**config.mk**
```make
export PLATFORM = sky130hd
export DESIGN_NAME = wtbuf_top
export DESIGN_NICKNAME = d
export VERILOG_FILES = /design/src/rtl/wtbuf_pkg.sv /design/src/rtl/wtbuf_queue.sv /design/src/rtl/wtbuf_forward.sv /design/src/rtl/wtbuf_drain_fsm.sv /design/src/rtl/wtbuf_top.sv
export SDC_FILE = /design/constraint.sdc
export NUM_CORES = 1
export LEC_CHECK = 0
export BUFFER_PORTS_ARGS = -buffer_cell sky130_fd_sc_hd__buf_2
export CELL_PAD_IN_SITES_DETAIL_PLACEMENT = 1
export CELL_PAD_IN_SITES_GLOBAL_PLACEMENT = 2
export CORE_ASPECT_RATIO = 0.9
export CORE_MARGIN = 1
export CORE_UTILIZATION = 42
export CTS_CLUSTER_SIZE = 14
export DETAILED_ROUTE_END_ITERATION = 8
export MAX_ROUTING_LAYER = met4
export PLACE_DENSITY_LB_ADDON = 0.2
export SKIP_CTS_REPAIR_TIMING = 1
export SLEW_MARGIN = 20
export SYNTH_ARGS = -nofsm -noshare
export SYNTH_HDL_FRONTEND = slang
export SYNTH_SLANG_ARGS = --single-unit
```
**constraint.sdc**
```tcl
create_clock -name clk -period 13.45 [get_ports clk]
set_input_delay 2.69 -clock clk [delete_from_list [all_inputs] [get_ports clk]]
set_output_delay 2.69 -clock clk [all_outputs]
set_load 0.005 [all_outputs]
```
**src/rtl/wtbuf_pkg.sv**
```systemverilog
package wtbuf_pkg;

    typedef enum logic [0:0] {
        DR_IDLE = 1'b0,
        DR_SEND = 1'b1
    } drain_state_t;

    localparam int WTB_DEF_DEPTH = 4;
    localparam int WTB_DEF_AW    = 32;
    localparam int WTB_DEF_DW    = 32;

endpackage

```
**src/rtl/wtbuf_queue.sv**
```systemverilog
module wtbuf_queue #(
    parameter int DEPTH = 4,
    parameter int AW    = 32,
    parameter int DW    = 32,
    parameter int BW    = DW / 8,
    parameter int PTRW  = (DEPTH > 1) ? $clog2(DEPTH) : 1,
    parameter int CNTW  = $clog2(DEPTH + 1)
) (
    input  logic                 clk,
    input  logic                 rst_n,
    input  logic                 st_valid,
    input  logic [AW-1:0]        st_addr,
    input  logic [DW-1:0]        st_data,
    input  logic [BW-1:0]        st_be,
    input  logic                 head_locked,
    input  logic                 pop,
    output logic                 st_ready,
    output logic                 enq_fire,
    output logic                 full,
    output logic [CNTW-1:0]      count,
    output logic [PTRW-1:0]      head_ptr,
    output logic [DEPTH-1:0]     e_vld,
    output logic [AW-1:0]        e_addr [DEPTH],
    output logic [DW-1:0]        e_data [DEPTH],
    output logic [BW-1:0]        e_be   [DEPTH]
);

    logic [PTRW-1:0]  tail_ptr;
    logic [DEPTH-1:0] umatch;
    logic             merge_hit;
    logic             merge_fire;

    // open-entry address match: the locked head is excluded
    always_comb begin
        for (int i = 0; i < DEPTH; i++) begin
            umatch[i] = e_vld[i] && (e_addr[i] == st_addr) &&
                        !(head_locked && (PTRW'(i) == head_ptr));
        end
    end

    assign merge_hit  = |umatch;
    assign full       = (count == CNTW'(DEPTH));
    assign st_ready   = merge_hit || !full;
    assign enq_fire   = st_valid && !merge_hit && !full;
    assign merge_fire = st_valid && merge_hit;

    function automatic logic [PTRW-1:0] ptr_inc(input logic [PTRW-1:0] p);
        return (p == PTRW'(DEPTH - 1)) ? '0 : p + 1'b1;
    endfunction

    generate
        for (genvar g = 0; g < DEPTH; g++) begin : g_entry
            always_ff @(posedge clk) begin
                if (!rst_n) begin
                    e_vld[g]  <= 1'b0;
                    e_addr[g] <= '0;
                    e_data[g] <= '0;
                    e_be[g]   <= '0;
                end else begin
                    if (enq_fire && (tail_ptr == PTRW'(g))) begin
                        e_vld[g]  <= 1'b1;
                        e_addr[g] <= st_addr;
                        e_data[g] <= st_data;
                        e_be[g]   <= st_be;
                    end else if (merge_fire && umatch[g]) begin
                        for (int b = 0; b < BW; b++) begin
                            if (st_be[b]) begin
                                e_data[g][b*8 +: 8] <= st_data[b*8 +: 8];
                            end
                        end
                        e_be[g] <= e_be[g] | st_be;
                    end
                    if (pop && (head_ptr == PTRW'(g))) begin
                        e_vld[g] <= 1'b0;
                    end
                end
            end
        end
    endgenerate

    always_ff @(posedge clk) begin
        if (!rst_n) begin
            head_ptr <= '0;
            tail_ptr <= '0;
            count    <= '0;
        end else begin
            if (enq_fire) begin
                tail_ptr <= ptr_inc(tail_ptr);
            end
            if (pop) begin
                head_ptr <= ptr_inc(head_ptr);
            end
            unique case ({enq_fire, pop})
                2'b10:   count <= count + 1'b1;
                2'b01:   count <= count - 1'b1;
                default: count <= count;
            endcase
        end
    end

    AST_VALID_TRACKS_COUNT: assert property (@(posedge clk) disable iff (!rst_n)
        $countones(e_vld) == int'(count)) else $error("valid bits disagree with occupancy");
    AST_ONE_OPEN_DUP: assert property (@(posedge clk) disable iff (!rst_n)
        $countones(umatch) <= 1) else $error("two open entries share an address");
    AST_NO_POP_EMPTY: assert property (@(posedge clk) disable iff (!rst_n)
        pop |-> (count != '0)) else $error("pop from empty buffer");
    AST_MERGE_KEEPS_COUNT: assert property (@(posedge clk) disable iff (!rst_n)
        (merge_fire && !pop) |=> (count == $past(count))) else $error("merge changed occupancy");

endmodule

```
**src/rtl/wtbuf_forward.sv**
```systemverilog
module wtbuf_forward #(
    parameter int DEPTH = 4,
    parameter int AW    = 32,
    parameter int DW    = 32,
    parameter int BW    = DW / 8,
    parameter int PTRW  = (DEPTH > 1) ? $clog2(DEPTH) : 1
) (
    input  logic              ld_valid,
    input  logic [AW-1:0]     ld_addr,
    input  logic [PTRW-1:0]   head_ptr,
    input  logic [DEPTH-1:0]  e_vld,
    input  logic [AW-1:0]     e_addr [DEPTH],
    input  logic [DW-1:0]     e_data [DEPTH],
    input  logic [BW-1:0]     e_be   [DEPTH],
    output logic              ld_hit,
    output logic              ld_conflict,
    output logic [DW-1:0]     ld_data
);

    logic [BW-1:0] acc_be;
    logic [DW-1:0] acc_data;

    // walk oldest to youngest so later entries override earlier bytes
    always_comb begin
        acc_be   = '0;
        acc_data = '0;
        for (int k = 0; k < DEPTH; k++) begin
            int idx;
            logic [PTRW-1:0] pi;
            idx = int'(head_ptr) + k;
            if (idx >= DEPTH) begin
                idx = idx - DEPTH;
            end
            pi = PTRW'(idx);
            if (e_vld[pi] && (e_addr[pi] == ld_addr)) begin
                for (int b = 0; b < BW; b++) begin
                    if (e_be[pi][b]) begin
                        acc_data[b*8 +: 8] = e_data[pi][b*8 +: 8];
                        acc_be[b]          = 1'b1;
                    end
                end
            end
        end
    end

    assign ld_hit      = ld_valid && (&acc_be);
    assign ld_conflict = ld_valid && (|acc_be) && !(&acc_be);
    assign ld_data     = acc_data;

endmodule

```
**src/rtl/wtbuf_drain_fsm.sv**
```systemverilog
module wtbuf_drain_fsm
    import wtbuf_pkg::*;
(
    input  logic clk,
    input  logic rst_n,
    input  logic have_entry,
    input  logic more_after_pop,
    input  logic mem_ready,
    output logic mem_valid,
    output logic pop,
    output logic head_locked
);

    drain_state_t state_q, state_d;

    always_ff @(posedge clk) begin
        if (!rst_n) begin
            state_q <= DR_IDLE;
        end else begin
            state_q <= state_d;
        end
    end

    always_comb begin
        state_d = state_q;
        unique case (state_q)
            DR_IDLE: begin
                if (have_entry) state_d = DR_SEND;           // T_START
            end
            DR_SEND: begin
                if (mem_ready) begin
                    state_d = more_after_pop ? DR_SEND        // T_NEXT
                                             : DR_IDLE;       // T_LAST
                end                                           // else T_HOLD
            end
            default: state_d = DR_IDLE;
        endcase
    end

    always_comb begin
        mem_valid   = 1'b0;
        pop         = 1'b0;
        head_locked = 1'b0;
        unique case (state_q)
            DR_IDLE: ;
            DR_SEND: begin
                mem_valid   = 1'b1;
                head_locked = 1'b1;
                pop         = mem_ready;
            end
            default: ;
        endcase
    end

    AST_SEND_HAS_ENTRY: assert property (@(posedge clk) disable iff (!rst_n)
        (state_q == DR_SEND) |-> have_entry) else $error("offering from empty buffer");

endmodule

```
**src/rtl/wtbuf_top.sv**
```systemverilog
module wtbuf_top
    import wtbuf_pkg::*;
#(
    parameter int DEPTH = WTB_DEF_DEPTH,
    parameter int AW    = WTB_DEF_AW,
    parameter int DW    = WTB_DEF_DW
) (
    input  logic            clk,
    input  logic            rst_n,
    input  logic            st_valid,
    input  logic [AW-1:0]   st_addr,
    input  logic [DW-1:0]   st_data,
    input  logic [DW/8-1:0] st_be,
    output logic            st_ready,
    output logic            buf_full,
    input  logic            ld_valid,
    input  logic [AW-1:0]   ld_addr,
    output logic            ld_hit,
    output logic            ld_conflict,
    output logic [DW-1:0]   ld_data,
    output logic            mem_valid,
    input  logic            mem_ready,
    output logic [AW-1:0]   mem_addr,
    output logic [DW-1:0]   mem_data,
    output logic [DW/8-1:0] mem_be
);

    localparam int BW   = DW / 8;
    localparam int PTRW = (DEPTH > 1) ? $clog2(DEPTH) : 1;
    localparam int CNTW = $clog2(DEPTH + 1);

    logic             head_locked;
    logic             pop;
    logic             enq_fire;
    logic [CNTW-1:0]  count;
    logic [PTRW-1:0]  head_ptr;
    logic [DEPTH-1:0] e_vld;
    logic [AW-1:0]    e_addr [DEPTH];
    logic [DW-1:0]    e_data [DEPTH];
    logic [BW-1:0]    e_be   [DEPTH];

    wtbuf_queue #(
        .DEPTH(DEPTH), .AW(AW), .DW(DW), .BW(BW), .PTRW(PTRW), .CNTW(CNTW)
    ) u_queue (
        .clk        (clk),
        .rst_n      (rst_n),
        .st_valid   (st_valid),
        .st_addr    (st_addr),
        .st_data    (st_data),
        .st_be      (st_be),
        .head_locked(head_locked),
        .pop        (pop),
        .st_ready   (st_ready),
        .enq_fire   (enq_fire),
        .full       (buf_full),
        .count      (count),
        .head_ptr   (head_ptr),
        .e_vld      (e_vld),
        .e_addr     (e_addr),
        .e_data     (e_data),
        .e_be       (e_be)
    );

    wtbuf_drain_fsm u_drain (
        .clk           (clk),
        .rst_n         (rst_n),
        .have_entry    (count != '0),
        .more_after_pop((count > CNTW'(1)) || enq_fire),
        .mem_ready     (mem_ready),
        .mem_valid     (mem_valid),
        .pop           (pop),
        .head_locked   (head_locked)
    );

    wtbuf_forward #(
        .DEPTH(DEPTH), .AW(AW), .DW(DW), .BW(BW), .PTRW(PTRW)
    ) u_fwd (
        .ld_valid   (ld_valid),
        .ld_addr    (ld_addr),
        .head_ptr   (head_ptr),
        .e_vld      (e_vld),
        .e_addr     (e_addr),
        .e_data     (e_data),
        .e_be       (e_be),
        .ld_hit     (ld_hit),
        .ld_conflict(ld_conflict),
        .ld_data    (ld_data)
    );

    assign mem_addr = e_addr[head_ptr];
    assign mem_data = e_data[head_ptr];
    assign mem_be   = e_be[head_ptr];

    AST_DRAIN_HOLD: assert property (@(posedge clk) disable iff (!rst_n)
        (mem_valid && !mem_ready) |=> (mem_valid && $stable(mem_addr) &&
                                       $stable(mem_data) && $stable(mem_be)))
        else $error("memory beat changed before handshake");
    AST_FWD_EXCLUSIVE: assert property (@(posedge clk) disable iff (!rst_n)
        !(ld_hit && ld_conflict)) else $error("hit and conflict together");
    AST_START_DRAIN: assert property (@(posedge clk) disable iff (!rst_n)
        (!mem_valid && (count != '0)) |=> mem_valid) else $error("queued entry not offered");

endmodule

```
==> impl_metrics.yaml <==
routing:
  antenna_left: 0
  routed_wirelength_mm: 87.9
  drc_errors: 0
  post_drt_wl_per_cell_microns: 28.8
  num_vias: 19488
  drtIter0Drc: 1903
  first_pass_iters: 7
  avgViaCountPerCell: 6.37
die:
  ios: 210
  dieArea_sq_um: 53300
  core_sq_um: 51700
  fp.dieW_microns: 243
  rows: 79
  start_util: 0.425
  dieHeight_microns: 219
cts:
  cts_tree: "yes"
  clock_latency_ns: 0.57
  ctsHtreeMaxLevel: 2
  cts.sinks: 284
  numCtsBuffers: 34
  clockRootBuffer: "clkbuf_16"
  cts_buffer_depth: 3
  clk_pin_slew_ns: 0.06
worst_setup_path:
  worstSetupPathType: "reg -> out"
  reg2reg_depth: 11
  cp.required_ns: 10.76
  crit_fanout: 48
  start_kind: "register"
  r2r_slack_ns: 8.29
  endpoint_kind: "output pin"
  reg2reg_from: "u_queue.e_addr[17]$_SDFFE_PN0P_"
  rr_endpoint: "u_queue.e_data[27]$_SDFFE_PN0P_"
  worst_ep_arrival_time_ns: 6.88
global_routing:
  grt.overflow.total: 0
  grt_max_degree: 129
  grt_use_total: 0.335
  grt_pass1_wl_mm: 129
  antenna_found_initial: 8
  grt_pass1_vias: 18884
sta:
  finClkSkew_ns: 0.0280
  slew_violations: 0
  hold_ws_ns: 0.484
  worst_pin_slew_ns: 1.31
  period_minus_slack_ns: 9.57
  hold_violations: 0
  fmax_ghz: 0.105
  rsz0062_at_grt: "no"
  relSlewSlack: 0.122
  totalNegativeSetupSlack_ns: 0
  finalCritPeriodShare: 0.711
  finalSetupViolCount: 0
synthesis:
  synth_nets: 2387
  synth_warnings: 0
  synth_seq_cells: 284
  ys_types: 67
  yosys-top-cells-area: "dfxtp_1 (26%), mux4_2 (18%), mux2i_1 (11%), xor2_1 (7.1%), nor2b_1 (5.3%)"
  seq_area_frac_synth: 0.259
  ys_async_sr_fraction: 0
  synth.largest_area_cell: "dfxtp_1"
  synth_cells: 2269
  syn_area_per_cell_sq_um: 9.69
  synth-edff-count: 0
  syn_area_sq_um: 22000
  ys_dominant_reg_cell: "dfxtp_1"
  synth_top_area_share: 0.259
min_path:
  min_path_cells: 2
  hold_class: "reg -> reg"
  hold_path_end: "u_queue.e_vld[2]$_SDFFE_PP0P_"
  hold_path_startpoint: "u_queue.e_vld[2]$_SDFFE_PP0P_"
placed_design:
  io_buffers: 209
  gp_congestion: 1.08
  hpwl_mm: 64.6
flow_run:
  maxCapViolCount: 0
finish:
  postLayoutCoreUtil: 0.469
  final_common_cell: "dfxtp_1"
  area_growth_pct: 10.4
  final_nets: 2454
  drive_gt1_frac: 0.216
  mostFrequentLayoutCells: "dfxtp_1 (282), nand2_1 (251), mux2i_1 (244)"
pwr:
  leakage_uw: 0.00935
  max-vdd-ir-drop_v: 0.0000921
  p_total_uw: 2640
  powerDensity_nw_per_um2: 109
outcome:
  outcome: "complete, no violations"
[layer usage]
metal / wire, microns / GRT usage / vias to the layer above
met2: 38300 / 0.486 / 766
met4: 1780 / 0.0742 / 0
met5: 0 / - / -
met3: 6820 / 0.0543 / 107
li1: - / - / 8496
met1: 41000 / 0.485 / 10119
[cell usage after synthesis (all sizes together), types with 29 or more instances]
cell and n:
nand2 251, xnor2 62, o31ai 36, mux4 174
xor2 177, buf 82, dfxtp 284, clkbuf 117
a221oi 38, nor2b 186, nor4 45, a21boi 130
nor2 29, a21oi 31, nand3 146, mux2i 247
[worst max-delay path, stage by stage, from the launching register on]
cell and delay (ns):
dfxtp_4 0.74, inv_1 0.08, buf_4 0.29, ha_4 0.67, buf_4 0.59, buf_4 0.69
nor2b_1 0.10, a32oi_1 0.18, o311ai_1 0.14, a2111oi_2 0.40, nand4b_2 0.40, nor4_4 0.91
nor3_2 0.32, a221oi_1 0.39, o31ai_1 0.14, buf_2 0.16
[metrics by stage]
stage / area (sq um) / std cells / setup WS, ns
2_1_floorplan: 22000 / 2269 / 5.61
3_3_place_gp: 23200 / 2988 / 4.52
3_5_place_dp: 23200 / 2988 / 4.47
4_1_cts: 24200 / 3050 / 3.85
5_1_grt: 24300 / 3056 / 3.52
6_report: 24300 / 3058 / 3.88
[cell families after synthesis]
family,after synthesis,share of synthesized area
and+or+nand+nor,735,0.174
muxes,444,0.303
AOI/OAI and AO/OA,329,0.112
DFF,284,0.259
xor gates and xnor gates,239,0.0952
buffers and inverters,225,0.0491
adders and majority gates,13,0.00740
[layout make-up]
cell class | count | area (sq um)
Fill cell | 5851 | 27400
Multi-Input combinational cell | 1760 | 15300
Sequential cell | 284 | 5690
Timing Repair Buffer | 230 | 1230
Clock buffer | 49 | 967
Tap cell | 688 | 861
Clock inverter | 13 | 100
Inverter | 26 | 97.6
Antenna cell | 8 | 20.0
[worst max-delay path by stage]
stage / start / to / slack [ns] / cells past startpoint
after floorplan: ld_addr[21] / ld_data[24] / 5.61 / 11
after global placement: ld_addr[29] / ld_data[2] / 4.52 / 10
after detailed placement: u_queue.head_ptr[1]$_SDFFE_PN0P_ / ld_data[2] / 4.47 / 15
after CTS: u_queue.head_ptr[1]$_SDFFE_PN0P_ / ld_data[2] / 3.85 / 15
after global routing: u_queue.head_ptr[1]$_SDFFE_PN0P_ / ld_data[1] / 3.52 / 15
final: u_queue.head_ptr[1]$_SDFFE_PN0P_ / ld_data[6] / 3.88 / 15
[where the power goes]
| group | internal (uW) | switching (uW) | leakage, uW |
|---|---|---|---|
| Combinational | 317 | 451 | 0.00652 |
| Sequential | 884 | 73.3 | 0.00231 |
| Clock | 507 | 403 | 0.000521 |
[flip-flops by register name (all words and copies together), names as in the netlist]
name / cells
u_queue.e_be: 16
u_queue.tail_ptr: 2
u_queue.e_addr: 128
u_queue.head_ptr: 2
u_queue.e_data: 128
u_queue.count: 3
u_drain.state_q: 1
u_queue.e_vld: 4
Power figures use the tool's default switching activity.
